--- src/rtl/smram_pkg.sv ---
// Package: shared offsets, field positions and register record types for
// the SMRAM access window controller.
package smram_pkg;

    localparam logic [7:0] CTL_OFS = 8'h72;
    localparam logic [7:0] EXT_OFS = 8'h73;

    // control register field positions
    localparam int CTL_OPEN  = 6;
    localparam int CTL_CLOSE = 5;
    localparam int CTL_LOCK  = 4;
    localparam int CTL_GEN   = 3;
    localparam logic [2:0] BASE_CODE = 3'd2;

    // extended register field positions
    localparam int EXT_HI  = 7;
    localparam int EXT_ERR = 6;
    localparam int EXT_SZ  = 1;
    localparam int EXT_TS  = 0;

    typedef struct packed {
        logic open;
        logic close;
        logic lock;
        logic gen_en;
    } ctl_t;

    typedef struct packed {
        logic       hi_en;
        logic       err;
        logic [1:0] tsz;
        logic       ts_en;
    } ext_t;

endpackage

--- src/rtl/smram_regs.sv ---
// Module: smram_regs
// Holds the control and extended control registers, applies lock, dual
// open/close and write-one-to-clear rules, and serves combinational reads.
// Assumes: synchronous active-low reset; err_set comes from the router.
module smram_regs
    import smram_pkg::*;
(
    input  logic       clk,
    input  logic       rst_n,
    input  logic       cfg_wr,
    input  logic [7:0] cfg_addr,
    input  logic [7:0] cfg_wdata,
    input  logic       err_set,
    output logic [7:0] cfg_rdata,
    output ctl_t       ctl,
    output ext_t       ext
);

    logic wr_ctl, wr_ext;
    assign wr_ctl = cfg_wr && (cfg_addr == CTL_OFS);
    assign wr_ext = cfg_wr && (cfg_addr == EXT_OFS);

    // Purpose: update the control register under lock and dual-write rules.
    always_ff @(posedge clk) begin
        if (!rst_n) begin
            ctl <= '0;
        end else if (wr_ctl) begin
            ctl.close  <= cfg_wdata[CTL_CLOSE];
            ctl.gen_en <= cfg_wdata[CTL_GEN];
            if (!ctl.lock) begin
                if (cfg_wdata[CTL_LOCK]) begin
                    ctl.lock <= 1'b1;
                    ctl.open <= 1'b0;
                end else if (!(cfg_wdata[CTL_OPEN] && cfg_wdata[CTL_CLOSE])) begin
                    ctl.open <= cfg_wdata[CTL_OPEN];
                end
            end
        end
    end

    // Purpose: update the extended register; error is sticky, W1C, set wins.
    always_ff @(posedge clk) begin
        if (!rst_n) begin
            ext <= '0;
        end else begin
            if (wr_ext) begin
                ext.hi_en <= cfg_wdata[EXT_HI];
                ext.tsz   <= cfg_wdata[EXT_SZ +: 2];
                ext.ts_en <= cfg_wdata[EXT_TS];
            end
            if (err_set)
                ext.err <= 1'b1;
            else if (wr_ext && cfg_wdata[EXT_ERR])
                ext.err <= 1'b0;
        end
    end

    // Purpose: combinational read mux over the two registers.
    always_comb begin
        case (cfg_addr)
            CTL_OFS: cfg_rdata = {1'b0, ctl.open, ctl.close, ctl.lock, ctl.gen_en, BASE_CODE};
            EXT_OFS: cfg_rdata = {ext.hi_en, ext.err, 3'b000, ext.tsz, ext.ts_en};
            default: cfg_rdata = 8'h00;
        endcase
    end

    AST_LOCK_STICKY: assert property (@(posedge clk) disable iff (!rst_n)
        ctl.lock |=> ctl.lock);
    AST_LOCK_CLOSED: assert property (@(posedge clk) disable iff (!rst_n)
        ctl.lock |-> !ctl.open);
    AST_DUAL_HOLD: assert property (@(posedge clk) disable iff (!rst_n)
        (wr_ctl && cfg_wdata[CTL_OPEN] && cfg_wdata[CTL_CLOSE] && !cfg_wdata[CTL_LOCK])
        |=> $stable(ctl.open));
    AST_ERR_SET_WINS: assert property (@(posedge clk) disable iff (!rst_n)
        err_set |=> ext.err);
    AST_ERR_STICKY: assert property (@(posedge clk) disable iff (!rst_n)
        (ext.err && !(wr_ext && cfg_wdata[EXT_ERR])) |=> ext.err);

endmodule

--- src/rtl/smram_decode.sv ---
// Module: smram_decode
// Classifies an address against the fixed low window, the relocated high
// window and the top-of-memory segment. Purely combinational.
// Assumes: tom is at least the largest segment size (no wrap below zero).
module smram_decode #(
    parameter int               AW         = 32,
    parameter logic [AW-1:0]    LOW_BASE   = 32'h000A_0000,
    parameter logic [AW-1:0]    HI_BASE    = 32'h100A_0000,
    parameter int               WIN_BYTES  = 32'h0002_0000,
    parameter int               TSEG_UNIT  = 32'h0002_0000,
    parameter int               TSEG_CODES = 3
) (
    input  logic [AW-1:0] addr,
    input  logic [AW-1:0] tom,
    input  logic          hi_en,
    input  logic          ts_en,
    input  logic [1:0]    tsz,
    output logic          low_hit,
    output logic          ext_hit
);

    localparam logic [AW-1:0] WIN_SZ = AW'(WIN_BYTES);

    logic                  hi_hit, ts_hit;
    logic [TSEG_CODES-1:0] code_hit;

    // Purpose: fixed and relocated window range compares.
    always_comb begin
        low_hit = (addr >= LOW_BASE) && (addr < LOW_BASE + WIN_SZ);
        hi_hit  = hi_en && (addr >= HI_BASE) && (addr < HI_BASE + WIN_SZ);
    end

    // one range compare per legal segment size code
    for (genvar g = 0; g < TSEG_CODES; g++) begin : g_tseg
        localparam logic [AW-1:0] SZ = AW'(TSEG_UNIT) << g;
        assign code_hit[g] = (addr < tom) && (addr >= tom - SZ);
    end

    // Purpose: select the compare for the programmed size code.
    always_comb begin
        ts_hit = 1'b0;
        for (int k = 0; k < TSEG_CODES; k++)
            if (tsz == 2'(k)) ts_hit = ts_en && code_hit[k];
    end

    assign ext_hit = hi_hit || ts_hit;

endmodule

--- src/rtl/smram_route.sv ---
// Module: smram_route
// Applies the access policy (enable, open, close, SMM) to window hits and
// registers the routing decision; flags illegal extended-window accesses.
// Assumes: hit inputs are valid in the same cycle as acc_valid.
module smram_route (
    input  logic clk,
    input  logic rst_n,
    input  logic acc_valid,
    input  logic acc_smm,
    input  logic low_hit,
    input  logic ext_hit,
    input  logic open,
    input  logic close,
    input  logic gen_en,
    output logic err_set,
    output logic dec_valid,
    output logic route_dram,
    output logic route_pci
);

    logic in_win, allow, to_dram;

    // Purpose: policy decision for the current access.
    always_comb begin
        in_win  = low_hit || ext_hit;
        allow   = gen_en && (open || (!close && acc_smm));
        to_dram = !in_win || allow;
        err_set = acc_valid && ext_hit && !open;
    end

    // Purpose: register the decision one cycle after the access.
    always_ff @(posedge clk) begin
        if (!rst_n) begin
            dec_valid  <= 1'b0;
            route_dram <= 1'b0;
            route_pci  <= 1'b0;
        end else begin
            dec_valid  <= acc_valid;
            route_dram <= acc_valid && to_dram;
            route_pci  <= acc_valid && !to_dram;
        end
    end

    AST_ONE_ROUTE: assert property (@(posedge clk) disable iff (!rst_n)
        dec_valid |-> $onehot({route_dram, route_pci}));
    AST_IDLE_QUIET: assert property (@(posedge clk) disable iff (!rst_n)
        !dec_valid |-> !(route_dram || route_pci));
    AST_GEN_OFF_PCI: assert property (@(posedge clk) disable iff (!rst_n)
        (acc_valid && !gen_en && (low_hit || ext_hit)) |=> route_pci);
    AST_CLOSE_BLOCKS: assert property (@(posedge clk) disable iff (!rst_n)
        (acc_valid && !open && close && (low_hit || ext_hit)) |=> route_pci);

endmodule

--- src/rtl/smram_window_ctrl.sv ---
// Module: smram_window_ctrl (top)
// Routes memory accesses in SMRAM windows to DRAM or PCI under the control
// of two configuration registers. Decision is registered, one cycle latency.
// Assumes: synchronous active-low reset; tom >= 512 KB.
module smram_window_ctrl #(
    parameter int AW = 32
) (
    input  logic          clk,
    input  logic          rst_n,
    input  logic          cfg_wr,
    input  logic [7:0]    cfg_addr,
    input  logic [7:0]    cfg_wdata,
    output logic [7:0]    cfg_rdata,
    input  logic          acc_valid,
    input  logic [AW-1:0] acc_addr,
    input  logic          acc_smm,
    input  logic [AW-1:0] tom,
    output logic          dec_valid,
    output logic          route_dram,
    output logic          route_pci
);
    import smram_pkg::*;

    ctl_t ctl;
    ext_t ext;
    logic low_hit, ext_hit, err_set;

    smram_regs u_regs (
        .clk       (clk),
        .rst_n     (rst_n),
        .cfg_wr    (cfg_wr),
        .cfg_addr  (cfg_addr),
        .cfg_wdata (cfg_wdata),
        .err_set   (err_set),
        .cfg_rdata (cfg_rdata),
        .ctl       (ctl),
        .ext       (ext)
    );

    smram_decode #(.AW(AW)) u_dec (
        .addr    (acc_addr),
        .tom     (tom),
        .hi_en   (ext.hi_en),
        .ts_en   (ext.ts_en),
        .tsz     (ext.tsz),
        .low_hit (low_hit),
        .ext_hit (ext_hit)
    );

    smram_route u_route (
        .clk        (clk),
        .rst_n      (rst_n),
        .acc_valid  (acc_valid),
        .acc_smm    (acc_smm),
        .low_hit    (low_hit),
        .ext_hit    (ext_hit),
        .open       (ctl.open),
        .close      (ctl.close),
        .gen_en     (ctl.gen_en),
        .err_set    (err_set),
        .dec_valid  (dec_valid),
        .route_dram (route_dram),
        .route_pci  (route_pci)
    );

endmodule

--- config.mk ---
export PLATFORM = sky130hd
export DESIGN_NAME = smram_window_ctrl
export DESIGN_NICKNAME = d
export VERILOG_FILES = /design/src/rtl/smram_pkg.sv /design/src/rtl/smram_regs.sv /design/src/rtl/smram_decode.sv /design/src/rtl/smram_route.sv /design/src/rtl/smram_window_ctrl.sv
export SDC_FILE = /design/constraint.sdc
export NUM_CORES = 1
export LEC_CHECK = 0
export BUFFER_PORTS_ARGS = -buffer_cell sky130_fd_sc_hd__buf_2
export CORE_UTILIZATION = 53
export CTS_BUF_LIST = sky130_fd_sc_hd__clkbuf_16
export DETAILED_ROUTE_END_ITERATION = 12
export PLACE_DENSITY_LB_ADDON = 0.05
export SYNTH_ARGS = -nofsm -noshare
export SYNTH_HDL_FRONTEND = slang
export SYNTH_HIERARCHICAL = 1
export SYNTH_SLANG_ARGS = --single-unit
--- constraint.sdc ---
create_clock -name clk -period 4.9 [get_ports clk]
set_clock_uncertainty 0.1 [all_clocks]
set_input_delay 0.245 -clock clk [delete_from_list [all_inputs] [get_ports clk]]
set_output_delay 0.245 -clock clk [all_outputs]
set_load 0.05 [all_outputs]
# Word level (Yosys, flattened, before mapping)
# Index checks and enable logic that the tools add are counted.
[totals]
output_inout_bits = 11
input_bits = 85
reg_bits = 12
[classes]
reduce_logical = 30
n_lt_le_gt_ge = 8
n_eq_ne = 5
n_bitwise = 1
n_addsub = 3
mux = 10
[op_table]
columns = ["op", "count"]
rows = [
  ["greater-or-equal comparator 32 bit", 3],
  ["greater-or-equal comparator 32 x 20 -> 1 bit, second input constant", 1],
  ["greater-or-equal comparator 32 x 29 -> 1 bit, second input constant", 1],
  ["< comparator 32 x 20 -> 1 bit, second input constant", 1],
  ["< comparator 32 x 29 -> 1 bit, second input constant", 1],
  ["< comparator 32 bit", 1],
  ["subtractor 32 x 18 -> 32 bit, second input constant", 1],
  ["subtractor 32 x 19 -> 32 bit, second input constant", 1],
  ["subtractor 32 x 20 -> 32 bit, second input constant", 1],
  ["logical AND 1 bit", 19],
  ["equality test 8 x 7 -> 1 bit, second input constant", 2],
  ["one-hot mux 8 bit (2 select lines)", 1],
  ["two-way mux 1 bit", 9],
  ["logical NOT 1 bit", 4],
  ["logical OR 1 bit", 4],
  ["AND reduction 3 bit", 1],
  ["equality test 2 x 1 -> 1 bit, second input constant", 1],
  ["equality test 2 bit, second input constant", 1],
  ["logical NOT 2 bit", 1],
  ["inequality test 2 bit, second input constant", 1],
  ["nonzero test 2 bit", 1],
  ["inverter 1 bit", 1],
]

# Longest topological paths before layout
[depth]
ltp_word = 13
depth_mapped = 18
ltp_nobuf = 18

# By module
# Netlist, hierarchy kept.
[by_module_without_submodules]
columns = ["mod", "area_per_inst_um2", "seq_area_each_um2", "n_inst", "cells_per_inst"]
rows = [
  ["smram_decode", 2486.1, 0.0, 1, 327],
  ["smram_regs", 510.5, 180.2, 1, 56],
  ["smram_route", 111.4, 60.1, 1, 11],
]

# Worst setup path after synthesis
# Ideal clock, no wire load.
[synth_timing]
path_kind = "input port to flip-flop"
startpoint = "input tom[19]"
endpoint = "register u_route.route_pci"
n_path_buf = 0
t_required_ns = 4.684
setup_slack_ns = 1.286
setup_time_ns = 0.116
cell_stages = 15
arrival_ns = 3.398
cell_sequence = "inv_1 > ha_1 > nand3_1 > nor3_2 > nand3_1 > xnor2_1 > ha_1 > a21o_1 > a21o_1 > a2111oi_4 > o211ai_1 > or4_1 > o211a_1 > a2bb2oi_2 > and3b_1"
[synth_via]
elab_chain_len = 13
elab_cells_between_ends = 22
classes_between = "3 x add/sub; 4 x order compare; 3 x mux; 12 x reduce/logical"
[synth_rtl]
columns = ["item", "line", "source"]
rows = [
  ["start, declared", "smram_window_ctrl.sv:17", "input logic [AW-1:0] tom,"],
  ["subtractor 32 x 18 -> 32 bit", "smram_decode.sv:36", "assign code_hit[g] = (addr < tom) && (addr >= tom - SZ);"],
  ["greater-or-equal comparator 32 bit", "smram_decode.sv:36", ""],
  ["logical AND 1 bit", "smram_decode.sv:36", ""],
  ["logical AND 1 bit", "smram_decode.sv:43", "if (tsz == 2'(k)) ts_hit = ts_en && code_hit[k];"],
  ["two-way mux 1 bit (2 in a row)", "smram_decode.sv:43", ""],
  ["two-way mux 1 bit *", "smram_decode.sv:43", ""],
  ["logical OR 1 bit *", "smram_decode.sv:46", "assign ext_hit = hi_hit || ts_hit;"],
  ["named net ext_hit", "smram_window_ctrl.sv:26", "logic low_hit, ext_hit, err_set;"],
  ["logical OR 1 bit *", "smram_route.sv:25", "in_win = low_hit || ext_hit;"],
  ["logical NOT 1 bit *", "smram_route.sv:27", "to_dram = !in_win || allow;"],
  ["logical OR 1 bit *", "smram_route.sv:27", ""],
  ["logical NOT 1 bit *", "smram_route.sv:40", "route_pci <= acc_valid && !to_dram;"],
  ["logical AND 1 bit *", "smram_route.sv:40", ""],
  ["end signal, assigned", "smram_route.sv:40", ""],
  ["end, declared", "smram_route.sv:18", "output logic route_pci"],
]
# The timed path passes the listed nets; every way through them passes the cells marked *.
# A chain may end at the register's enable or synchronous reset.

# Final worst setup path
[layout_timing]
startpoint = "input tom[19]"
endpoint = "register, netlist name u_regs/ext[3]"
[layout_via]
elab_chain_len = 11
elab_cells_between_ends = 21
classes_between = "3 x add/sub; 4 x order compare; 4 x mux; 10 x reduce/logical"
[layout_rtl]
columns = ["item", "line", "source"]
rows = [
  ["subtractor 32 x 18 -> 32 bit", "smram_decode.sv:36", ""],
  ["greater-or-equal comparator 32 bit", "smram_decode.sv:36", ""],
  ["logical AND 1 bit", "smram_decode.sv:36", ""],
  ["logical AND 1 bit", "smram_decode.sv:43", ""],
  ["two-way mux 1 bit (2 in a row)", "smram_decode.sv:43", ""],
  ["two-way mux 1 bit *", "smram_decode.sv:43", ""],
  ["logical OR 1 bit *", "smram_decode.sv:46", ""],
  ["named net ext_hit", "smram_window_ctrl.sv:26", ""],
  ["logical AND 1 bit * (2 in a row)", "smram_route.sv:28", "err_set = acc_valid && ext_hit && !open;"],
  ["named net err_set", "smram_window_ctrl.sv:26", ""],
  ["two-way mux 1 bit or nonzero test 2 bit (tied branches)", "-", ""],
]
# Marked as above.

==> run_results.csv <==
group,metric,value,unit
status,status,"finished clean",
critical_path,crit_path_end_kind,"flop",
layout,seqCellArea,240,sq um
critical_path,rr_endpoint,"u_regs/ext[3]",
detailed_routing,dr_total_vias,3161,
power,p_leak,0.00198,uW
synth,yosysTopAreaCell,"ha_1",
die,dieArea,0.00617,sq mm
detailed_routing,via_per_inst,5.64,
sta,holdWs,0.151,ns
power,power.internal,319,uW
clocking,cts.root.buffer_cell,"clkbuf_16",
critical_path,start_kind,"input pin",
critical_path,crit_buf_inv,2,
critical_path,reg2reg_setup_slack,2.41,ns
sta,fin_crit_sh,83.0,%
clocking,cts_buffers,3,
sta,slew-limit-headroom,44.9,%
synth,yosys_most_used_dff,"dfxtp_1",
placement,gp_congestion,0.897,
layout,drive_above_1_share,23.2,%
sta,rsz0062_at_grt,"no",
detailed_routing,dr.pass1.iters,4,
clocking,hold_buffers,0,
die,rows,27,
clocking,clock-sinks,12,
synth,synth_edf_count,0,
critical_path,crit_fanout,8,
detailed_routing,detail_route.drc_violations,0,
detailed_routing,ant_nets,0,
synth,ys_async_sr_fraction,0,%
layout,multiInputGateArea,0.00269,sq mm
power,irDropWorstVdd,0.272,mV
synth,post-synth-top-count-cell,"ha_1",
layout,fill_cells,520,
global_routing,antenna_found_initial,0,
power,switching_power,174,uW
power,pwr-share-clk,28.9,%
sta,worst_pin_slew,0.818,ns
run,maxCapViolCount,0,
placement,io_buffers,95,
detailed_routing,wl_per_cell,14.7,um
synth,seq_area_frac_synth,7.73,%
clocking,cts_setup_buffers,0,
critical_path,crit_chain,"buf_2, inv_1, ha_1, nand3_1, nor3_2, nand2_1, xnor2_1, ha_1, a21o_1, a21o_1, a2111oi_0, o221ai_1, o211a_1, o211a_1, nand2_1, nor2_1, o21ai_0, a31oi_1",
min_path,min_to,"u_regs/ext[3]",
critical_path,crit_arrival,4.08,ns
global_routing,overflow,0,
global_routing,grt_pass1_wl,13400,um
global_routing,grt_max_degree,18,
synth,yosys_warnings,6,
synth,yosysUniqueCellTypes,55,
critical_path,slowest_delay,0.62,ns
synth,synth_top_area_share,31.8,%
layout,nets,654,
die,start_util,55.8,%
layout,area_growth,20.0,%
synth,avgSynthCellArea,7.89,sq um
sta,finalSetupViolCount,0,
die,core,0.00557,sq mm
critical_path,cp_data_required_time,4.91,ns
critical_path,worst_r2r_path_depth,9,
detailed_routing,finalWirelength,8220,um
min_path,hp-class,"in2reg",
power,p_per_area,132,mW/mm^2
min_path,whs_path_depth,2,
clocking,tritoncts,"done",
clocking,htree_num_levels,1,
layout,diodes,0,
die,io_pins,96,
critical_path,worst-setup-path-type,"in2reg",
critical_path,crit_slowest_cell,"a2111oi_0",
sta,max_freq,246,MHz
placement,hpwl,6970,um
synth,syn-num-nets,558,
clocking,ctsResizeCount,0,
power,seqPwrFrac,20.2,%
sta,fin_tns_setup,0,ns
sta,hold_viol_final,0,
synth,syn_inst,394,
clocking,clock_path_buffers,2,
sta,slew_violations,0,
clocking,clk_pin_slew,0.04,ns
global_routing,track_usage,27.0,%
die,die_w,78.6,um
detailed_routing,drtIter0Drc,160,
power,p_sw_share,35.3,%
min_path,min_from,"cfg_wdata[6]",
global_routing,first_global_vias,2951,
synth,ys_ff_latch,12,
die,die_h,78.6,um
power,combPwrFrac,51.0,%
sta,min_period,4.07,ns
critical_path,crit_family,"compound AO/OA/AOI/OAI gates",
critical_path,timing.rr.start,"u_regs/ext[2]",
clocking,worstSkewPairLatency,0.23,ns
synth,synthesis.area,0.00311,sq mm
synth,synth.area.top_cells,"ha_1 32%, xnor2_1 10%, dfxtp_1 7.7%",
synth,synthTopCellsByCount,"79 x ha_1, 47 x nand2_1, 37 x inv_1, 36 x xnor2_1, 28 x a21oi_1",
## area by class of cell
cell class	instances	area share [%]
Multi-Input combinational cell	336	72.0
Timing Repair Buffer	96	13.0
Sequential cell	12	6.44
Inverter	41	4.13
Tap cell	72	2.42
Clock buffer	3	2.01
## through the flow
step | utilization (%) | area, sq um | power, uW | std cells | setup WS (ns)
floorplan | - | 3110 | 258 | 394 | 1.29
global placement | 65.5 | 3650 | 343 | 557 | 0.862
detailed placement | 65.5 | 3650 | 349 | 557 | 0.677
CTS | 66.9 | 3730 | 494 | 560 | 0.914
global route | 66.9 | 3730 | 533 | 560 | 0.545
finish | 66.9 | 3730 | 493 | 560 | 0.831
## placed cells by master, fill, tap and decap left out, drive strengths merged, types with 9 or more instances in the layout
master | synthesis | routed
a21o | 15 | 15
a21oi | 28 | 28
and3 | 11 | 11
buf | 2 | 96
dfxtp | 12 | 12
ha | 79 | 79
inv | 37 | 37
nand2 | 47 | 47
nand4 | 16 | 16
nor2 | 11 | 11
o21ai | 9 | 9
xnor2 | 36 | 36
## power by group through the flow
| stage | clock network, uW | registers [uW] | logic (uW) |
|---|---|---|---|
| detailed placement | 0 | 101 | 248 |
| global placement | 0 | 101 | 242 |
| finish | 142 | 99.3 | 251 |
| CTS | 146 | 99.3 | 250 |
| global route | 150 | 99.3 | 284 |
| floorplan | 0 | 104 | 154 |
## flip-flops by register name, summed over array words and instances (netlist names)
register and cells:
u_regs/ctl 4, u_regs/ext 5, u_route/dec_valid 1, u_route/route_dram 1, u_route/route_pci 1
## worst max-delay path by stage
stage             from  cells past startpoint                 to
2_1_floorplan  tom[19]                     15  u_route/route_pci
6_report       tom[19]                     18      u_regs/ext[3]
3_3_place_gp   tom[19]                     16  u_route/route_pci
4_1_cts        tom[19]                     18      u_regs/ext[3]
3_5_place_dp   tom[19]                     16  u_route/route_pci
5_1_grt        tom[19]                     18      u_regs/ext[3]
## per-layer routing
metal / share of wire, % / wire [um] / global-route usage, % / up-vias
li1: - / - / - / 1630
met5: 0 / 0 / 0 / -
met2: 45 / 3680 / 45.0 / 107
met1: 47 / 3860 / 37.4 / 1416
met4: 1.3 / 106 / 5.19 / 0
met3: 7.0 / 577 / 2.44 / 8
## kinds of logic (layout without fill, tap and decap cells)
kind of cell	Yosys count	in the layout	share of synthesized area, %
and+or+nand+nor	133	133	23.9
AOI/OAI and AO/OA	82	82	18.6
adders and majority gates	79	79	31.8
buffers and inverters	46	140	5.84
xor gates and xnor gates	36	36	10.1
DFF	12	12	7.73
muxes	6	6	1.93
No activity file was read; power rests on OpenSTA's default activity.
